===== config.mk =====
export PLATFORM = sky130hd
export DESIGN_NAME = panel_boot_seq
export DESIGN_NICKNAME = d
export VERILOG_FILES = /design/src/rtl/panel_boot_pkg.sv /design/src/rtl/panel_cmd_rom.sv /design/src/rtl/panel_ms_timer.sv /design/src/rtl/panel_boot_seq.sv
export SDC_FILE = /design/constraint.sdc
export NUM_CORES = 1
export LEC_CHECK = 0
export ABC_AREA = 1
export CAP_MARGIN = 20
export CORE_UTILIZATION = 40
export CTS_BUF_LIST = sky130_fd_sc_hd__clkbuf_8
export CTS_CLUSTER_SIZE = 16
export DETAILED_ROUTE_END_ITERATION = 10
export DONT_BUFFER_PORTS = 1
export SLEW_MARGIN = 0
export SYNTH_ARGS = -nofsm -noshare
export SYNTH_HDL_FRONTEND = slang
export SYNTH_SLANG_ARGS = --single-unit

===== constraint.sdc =====
create_clock -name clk -period 8.9 [get_ports clk]
set_input_delay 0.89 -clock clk [delete_from_list [all_inputs] [get_ports clk]]
set_output_delay 0.89 -clock clk [all_outputs]
set_load 0.05 [all_outputs]

===== src/rtl/panel_boot_pkg.sv =====
package panel_boot_pkg;
    localparam int ENT_W = 5;
    localparam int CNT_W = 5;
    localparam int MSD_W = 7;
    localparam int N_SHORT = 8;
    localparam int N_LONG = 22;
    localparam logic [7:0] ID_SHORT = 8'h80;
    localparam logic [7:0] CMD_RDID = 8'h04;
    localparam logic [7:0] CMD_DISP_ON = 8'h29;
    localparam logic [7:0] CMD_WAKE = 8'h11;

    typedef enum logic [3:0] {
        S_IDLE, S_RHI, S_RLO, S_RWT, S_ID, S_CMD, S_PRM,
        S_DLY, S_ON, S_GAP, S_OUT, S_DONE
    } boot_state_e;

    typedef struct packed {
        logic [7:0]       cmd;
        logic [CNT_W-1:0] cnt;
        logic [MSD_W-1:0] dly;
    } entry_t;

    function automatic entry_t mk(input logic [7:0] c, input int n, input int d);
        entry_t e;
        e.cmd = c;
        e.cnt = CNT_W'(n);
        e.dly = MSD_W'(d);
        return e;
    endfunction
endpackage


===== src/rtl/panel_cmd_rom.sv =====
module panel_cmd_rom
    import panel_boot_pkg::*;
(
    input  logic             use_short,
    input  logic [ENT_W-1:0] ent,
    input  logic [CNT_W-1:0] pidx,
    output entry_t           entry,
    output logic [7:0]       param,
    output logic             last_ent
);
    entry_t short_e, long_e;

    always_comb begin
        unique case (ent)
            5'd0:    short_e = mk(8'h36, 1, 0);
            5'd1:    short_e = mk(8'h3A, 1, 0);
            5'd2:    short_e = mk(8'hB6, 4, 0);
            5'd3:    short_e = mk(8'hC5, 2, 0);
            5'd4:    short_e = mk(8'hE0, 16, 0);
            5'd5:    short_e = mk(8'hE1, 16, 20);
            5'd6:    short_e = mk(8'hB0, 1, 0);
            5'd7:    short_e = mk(8'hB4, 1, 100);
            default: short_e = mk(8'h00, 0, 0);
        endcase
    end

    always_comb begin
        unique case (ent)
            5'd0:    long_e = mk(8'hFF, 3, 0);
            5'd1:    long_e = mk(8'hBA, 1, 0);
            5'd2:    long_e = mk(8'hBC, 21, 0);
            5'd3:    long_e = mk(8'hBD, 8, 0);
            5'd4:    long_e = mk(8'hBE, 9, 0);
            5'd5:    long_e = mk(8'hC7, 1, 0);
            5'd6:    long_e = mk(8'hED, 3, 0);
            5'd7:    long_e = mk(8'hC0, 3, 0);
            5'd8:    long_e = mk(8'hFC, 1, 0);
            5'd9:    long_e = mk(8'hB6, 1, 0);
            5'd10:   long_e = mk(8'hDF, 6, 0);
            5'd11:   long_e = mk(8'hF3, 1, 0);
            5'd12:   long_e = mk(8'hB4, 3, 0);
            5'd13:   long_e = mk(8'hF7, 1, 0);
            5'd14:   long_e = mk(8'hB1, 3, 0);
            5'd15:   long_e = mk(8'hF2, 4, 0);
            5'd16:   long_e = mk(8'hC1, 4, 0);
            5'd17:   long_e = mk(8'h36, 1, 0);
            5'd18:   long_e = mk(8'h3A, 1, 0);
            5'd19:   long_e = mk(8'hE0, 16, 0);
            5'd20:   long_e = mk(8'hE1, 16, 0);
            5'd21:   long_e = mk(8'h35, 1, 0);
            default: long_e = mk(8'h00, 0, 0);
        endcase
    end

    assign entry    = use_short ? short_e : long_e;
    assign last_ent = use_short ? (ent == ENT_W'(N_SHORT - 1)) : (ent == ENT_W'(N_LONG - 1));

    // Parameter bytes follow a generated pattern; only the two pinned long entries are literal.
    always_comb begin
        if (!use_short && ent == '0) begin
            unique case (pidx)
                5'd0:    param = 8'hFF;
                5'd1:    param = 8'h98;
                default: param = 8'h06;
            endcase
        end else if (!use_short && ent == ENT_W'(N_LONG - 1)) begin
            param = 8'h00;
        end else begin
            param = entry.cmd ^ 8'(8'(pidx) * 8'h1D);
        end
    end
endmodule


===== src/rtl/panel_ms_timer.sv =====
module panel_ms_timer #(
    parameter int W = 8
) (
    input  logic         clk,
    input  logic         rst_n,
    input  logic         load,
    input  logic [W-1:0] load_val,
    input  logic         tick,
    output logic         expire
);
    logic [W-1:0] cnt;

    always_ff @(posedge clk or negedge rst_n) begin
        if (!rst_n)                 cnt <= '0;
        else if (load)              cnt <= load_val;
        else if (tick && cnt != '0) cnt <= cnt - W'(1);
    end

    assign expire = tick && (cnt == W'(1));
endmodule


===== src/rtl/panel_boot_seq.sv =====
module panel_boot_seq
    import panel_boot_pkg::*;
#(
    parameter bit HAS_RST_PIN   = 1'b1,
    parameter int RST_HI_MS     = 100,
    parameter int RST_LO_MS     = 40,
    parameter int RST_SETTLE_MS = 100,
    parameter int ON_GAP_MS     = 100,
    parameter int TMR_W         = 8
) (
    input  logic       clk,
    input  logic       rst_n,
    input  logic       ms_tick,
    input  logic       start,
    output logic       busy,
    output logic       done,
    output logic       fail,
    output logic       panel_rst_n,
    output logic       bus_req,
    output logic       bus_rd,
    output logic [8:0] bus_word,
    input  logic       bus_ack,
    input  logic       bus_err,
    input  logic [7:0] bus_rdata
);
    boot_state_e      st, nx, after_ent;
    logic [ENT_W-1:0] ent;
    logic [CNT_W-1:0] pidx;
    logic             use_short, fail_q, pin_q;
    entry_t           cur;
    logic [7:0]       prm;
    logic             last_ent;
    logic             tmr_ld, tmr_exp, adv;
    logic [TMR_W-1:0] tmr_val;

    panel_cmd_rom u_rom (
        .use_short (use_short),
        .ent       (ent),
        .pidx      (pidx),
        .entry     (cur),
        .param     (prm),
        .last_ent  (last_ent)
    );

    panel_ms_timer #(.W(TMR_W)) u_tmr (
        .clk      (clk),
        .rst_n    (rst_n),
        .load     (tmr_ld),
        .load_val (tmr_val),
        .tick     (ms_tick),
        .expire   (tmr_exp)
    );

    always_comb begin
        if (cur.dly != '0) after_ent = S_DLY;
        else if (last_ent) after_ent = S_ON;
        else               after_ent = S_CMD;
    end

    always_comb begin
        nx = st;
        unique case (st)
            S_IDLE: if (start) nx = HAS_RST_PIN ? S_RHI : S_ID;
            S_RHI:  if (tmr_exp) nx = S_RLO;
            S_RLO:  if (tmr_exp) nx = S_RWT;
            S_RWT:  if (tmr_exp) nx = S_ID;
            S_ID:   if (bus_ack) nx = bus_err ? S_IDLE : S_CMD;
            S_CMD:  if (bus_ack) nx = (bus_err || cur.cnt == '0) ? after_ent : S_PRM;
            S_PRM:  if (bus_ack && (bus_err || pidx == cur.cnt - CNT_W'(1))) nx = after_ent;
            S_DLY:  if (tmr_exp) nx = last_ent ? S_ON : S_CMD;
            S_ON:   if (bus_ack) nx = S_GAP;
            S_GAP:  if (tmr_exp) nx = S_OUT;
            S_OUT:  if (bus_ack) nx = S_DONE;
            S_DONE: nx = S_IDLE;
            default: nx = S_IDLE;
        endcase
    end

    // Every wait state loads the one shared countdown on entry.
    always_comb begin
        tmr_ld = (nx != st) && (nx inside {S_RHI, S_RLO, S_RWT, S_DLY, S_GAP});
        unique case (nx)
            S_RHI:   tmr_val = TMR_W'(RST_HI_MS);
            S_RLO:   tmr_val = TMR_W'(RST_LO_MS);
            S_RWT:   tmr_val = TMR_W'(RST_SETTLE_MS);
            S_DLY:   tmr_val = TMR_W'(cur.dly);
            S_GAP:   tmr_val = TMR_W'(ON_GAP_MS);
            default: tmr_val = '0;
        endcase
    end

    assign adv = (nx == S_CMD) && ((st == S_CMD) ? bus_ack : (st == S_PRM || st == S_DLY));

    always_ff @(posedge clk or negedge rst_n) begin
        if (!rst_n) begin
            st        <= S_IDLE;
            ent       <= '0;
            pidx      <= '0;
            use_short <= 1'b0;
            fail_q    <= 1'b0;
            pin_q     <= 1'b0;
        end else begin
            st <= nx;
            if (st == S_IDLE)  ent <= '0;
            else if (adv)      ent <= ent + ENT_W'(1);
            if (st == S_CMD)                 pidx <= '0;
            else if (st == S_PRM && bus_ack) pidx <= pidx + CNT_W'(1);
            if (st == S_ID && bus_ack && !bus_err) use_short <= (bus_rdata == ID_SHORT);
            if (st == S_IDLE && start)                fail_q <= 1'b0;
            else if (st == S_ID && bus_ack && bus_err) fail_q <= 1'b1;
            if (nx == S_RLO)                      pin_q <= 1'b0;
            else if (nx == S_RHI || nx == S_RWT)  pin_q <= 1'b1;
        end
    end

    always_comb begin
        busy     = 1'b1;
        done     = 1'b0;
        bus_req  = 1'b0;
        bus_rd   = 1'b0;
        bus_word = '0;
        unique case (st)
            S_IDLE: busy = 1'b0;
            S_DONE: begin busy = 1'b0; done = 1'b1; end
            S_ID:   begin bus_req = 1'b1; bus_rd = 1'b1; bus_word = {1'b0, CMD_RDID}; end
            S_CMD:  begin bus_req = 1'b1; bus_word = {1'b0, cur.cmd}; end
            S_PRM:  begin bus_req = 1'b1; bus_word = {1'b1, prm}; end
            S_ON:   begin bus_req = 1'b1; bus_word = {1'b0, CMD_DISP_ON}; end
            S_OUT:  begin bus_req = 1'b1; bus_word = {1'b0, CMD_WAKE}; end
            S_RHI, S_RLO, S_RWT, S_DLY, S_GAP: busy = 1'b1;
            default: busy = 1'b1;
        endcase
    end

    assign fail        = fail_q;
    assign panel_rst_n = HAS_RST_PIN ? pin_q : 1'b1;
endmodule


==> run metrics <==
status=finished clean; Leak=1.75 nW; worst hold margin=0.273 ns; startpoint types=flip-flop; Area after DPL=3410 sq um; Hold Fails Final Rpt=0; CORE AREA=7890 sq um; min cycle time layout=4.53 ns; Initial Util=42.2%; Achievable Freq=221 MHz; max incr delay on CP=0.75 ns; Worst-Skew Late Latency=0.29 ns; CP endpoint kind=output port; cells after synthesis=512; die width=93.3 microns; H-tree level count=1; pin count of the biggest net entering global routing=26; register area share after synthesis=18.8%; CP arrival=3.64 ns; setup TNS=0 ns; crit-path leading delay family=adder cells; register area=626 sq um; area of the multi-input gates=2390 sq um; layout cell share with drive strength beyond 1=8.68%; first-pass detailed-route iteration total=5; Least-Margin Pin Slew=1.12 ns; initial antenna violation count=0; Post-DP HPWL=7180 microns; Worst-path clk slew=0.11 ns; fin crit share=50.9%; Pwr Total=0.925 mW; RSZ-0062 raised after global routing=no; CTS tree=done; DRT antenna net count=0; leading cell types in the layout, fill and taps excluded=nand2_1, inv_1, nor2_1, nand3_1, o21ai_0; placement row count=32; Setup Fix Bufs, Post-CTS=0; flop2flop setup slack=4.85 ns; Slew Viols, Final=0; cell area after synthesis=3330 sq um; Clock Sinks=25; P&R area growth vs syn=3.83%; n_diodes=0; Port-buffer cells=0; Mean Syn Cell Area=6.51 sq um; Critical-path top delay cell=o21ai_1; Cell Chain, Critical Path=fa_1 > ha_1 > ha_1 > ha_1 > nand3_1 > nand3_1 > xor2_1 > or2_2 > a31oi_1 > o21ai_1; Top Ports=29; most frequent CP cell=ha_1; RD Place Congestion=0.928; Root Buffer=clkbuf_8; WL final=9160 microns; DR vias=3,364; CTS resizes=0; All-Layer GR Usage=22.2%; drt first-iter violations=225; WP depth=10; grt ovf=0; pwr dens=267 nW/um^2; Buf/Inv on CP=0; via/cell ratio=5.52; Setup-failing EPs final=0; Synth Register Bits=25; Max Cap Violations=0; vias in the first global route=3,200; Hold Path Class=in2async; Compound-Gate Fraction of Synth Area=16.4%; # fillers=846; post-synth cell types=46; Crit Reg-Reg Startpoint=ent[2]; post-route design area=3460 sq um; first-pass GRT wire length=15,400 microns; largest family of logic cells by synthesized area=simple AND/OR/NAND/NOR gates; Reg2Reg Depth=21; most common cell after layout, fill and taps aside=nand2_1; CP Max Fanout=9; DRC Markers=0; Setup CP Type=reg2out; Post-Synth Adder-Cell Area=15.4%; Worst VDD drop=0.000122 V; Simple-Gate Fraction of Synth Area=35.6%; CTS Buf Count=3; # nets final=560; Die ar.=8700 sq um; hold buffers post-CTS=0; Routed wire per std cell=15.0 microns; normalized max-slew margin=25.0%; Setup Skew=0.00600 ns; height of the die=93.3 microns; Synthesis Warnings=0; Synth Area in XOR/XNOR=4.21%; post-synthesis mux area share=0%; Synth Net Count=564; Critical Path RT=8.01 ns; clock tree buffer depth=2; Worst Setup SP=pidx[2]; r2r endpoint=ent[4]
==> worst reg2reg max path, stage by stage (launching register included) <==
cell and delay, ns:
dfrtp_1 0.75, inv_2 0.27, ha_1 0.34, or2_1 0.25, nand2_2 0.10, inv_1 0.05, ha_1 0.25, xor2_1 0.19
xor2_1 0.15, nand2_1 0.06, nor2_1 0.11, nand3_2 0.13, nand2_2 0.11, nand2_1 0.09, nand2_1 0.09, nand2_2 0.09
a21oi_1 0.23, nand2_1 0.17, nor2_1 0.15, nand3_1 0.09, xor2_1 0.16, nor2_1 0.06
==> worst max-delay path by stage <==
stage,end,slack (ns)
floorplan,bus_word[6],4.49
global placement,bus_word[6],4.75
detailed placement,bus_word[6],4.68
CTS,bus_word[6],4.34
global route,bus_word[6],4.15
finish,bus_word[6],4.37
==> synth_stat cells (all sizes together) <==
library cell | count | share of area [%]
nand2 | 120 | 15
inv | 71 | 8.1
nor2 | 60 | 7.6
nand3 | 53 | 8.4
o21ai | 44 | 6.9
ha | 33 | 12
dfrtp | 25 | 19
a21oi | 24 | 3.7
nor3 | 11 | 1.7
xor2 | 11 | 2.9
nand4 | 9 | 1.7
buf | 5 | 1.1
fa | 5 | 3.0
xnor2 | 5 | 1.3
a31oi | 4 | 0.75
clkbuf | 4 | 0.45
or2 | 4 | 0.75
o211ai | 3 | 0.68
o21a | 3 | 0.68
o22ai | 3 | 0.56
a22oi | 2 | 0.45
nor4 | 2 | 0.38
a2111oi | 1 | 0.26
a211o | 1 | 0.26
a211oi | 1 | 0.23
a311oi | 1 | 0.26
a31o | 1 | 0.26
nor3b | 1 | 0.38
o2111ai | 1 | 0.26
o221ai | 1 | 0.26
o2bb2ai | 1 | 0.26
o311ai | 1 | 0.26
o32ai | 1 | 0.26
==> through the flow <==
step | setup slack [ns] | instances | utilization [%]
CTS | 4.34 | 609 | 43.9
finish | 4.37 | 609 | 43.9
global route | 4.15 | 609 | 43.9
detailed placement | 4.68 | 605 | 43.2
global placement | 4.75 | 605 | 43.2
floorplan | 4.49 | 512 | -
==> flip-flops by register name, summed over array words and instances, names as in the netlist <==
| name | count |
|---|---|
| ent | 5 |
| fail | 1 |
| panel_rst_n | 1 |
| pidx | 5 |
| u_tmr.cnt | 8 |
| st | 4 |
| use_short | 1 |
==> cells by family after synthesis <==
| kind of cell | count (synthesis) |
|---|---|
| AND/OR/NAND/NOR | 260 |
| buffers and inverters | 80 |
| AO/OA/AOI/OAI | 93 |
| adder cells (fa/ha/maj) | 38 |
| flip-flops | 25 |
| XOR/XNOR | 16 |
==> report_power, final <==
| group | internal, mW | switching [mW] | leakage (nW) | total, mW |
|---|---|---|---|---|
| Sequential | 0.145 | 0.0607 | 0.328 | 0.206 |
| Combinational | 0.224 | 0.418 | 1.40 | 0.641 |
| Clock | 0.0321 | 0.0461 | 0.0217 | 0.0782 |
| Total | 0.401 | 0.524 | 1.75 | 0.925 |
==> routing by layer <==
| metal | wire [microns] | global-route usage [%] |
|---|---|---|
| met3 | 509 | 2.36 |
| met1 | 4330 | 30.9 |
| met2 | 4110 | 35.8 |
| met4 | 212 | 7.56 |
| met5 | 0 | 0 |
==> layout make-up <==
class | count | area share (%)
flip-flops and latches | 25 | 18.1
clock buffers | 3 | 1.19
inverters | 71 | 7.78
multi-input cells | 407 | 69.0
clock inverters | 1 | 0.217
well taps | 102 | 3.69
No activity file was read; power rests on OpenSTA's default activity.
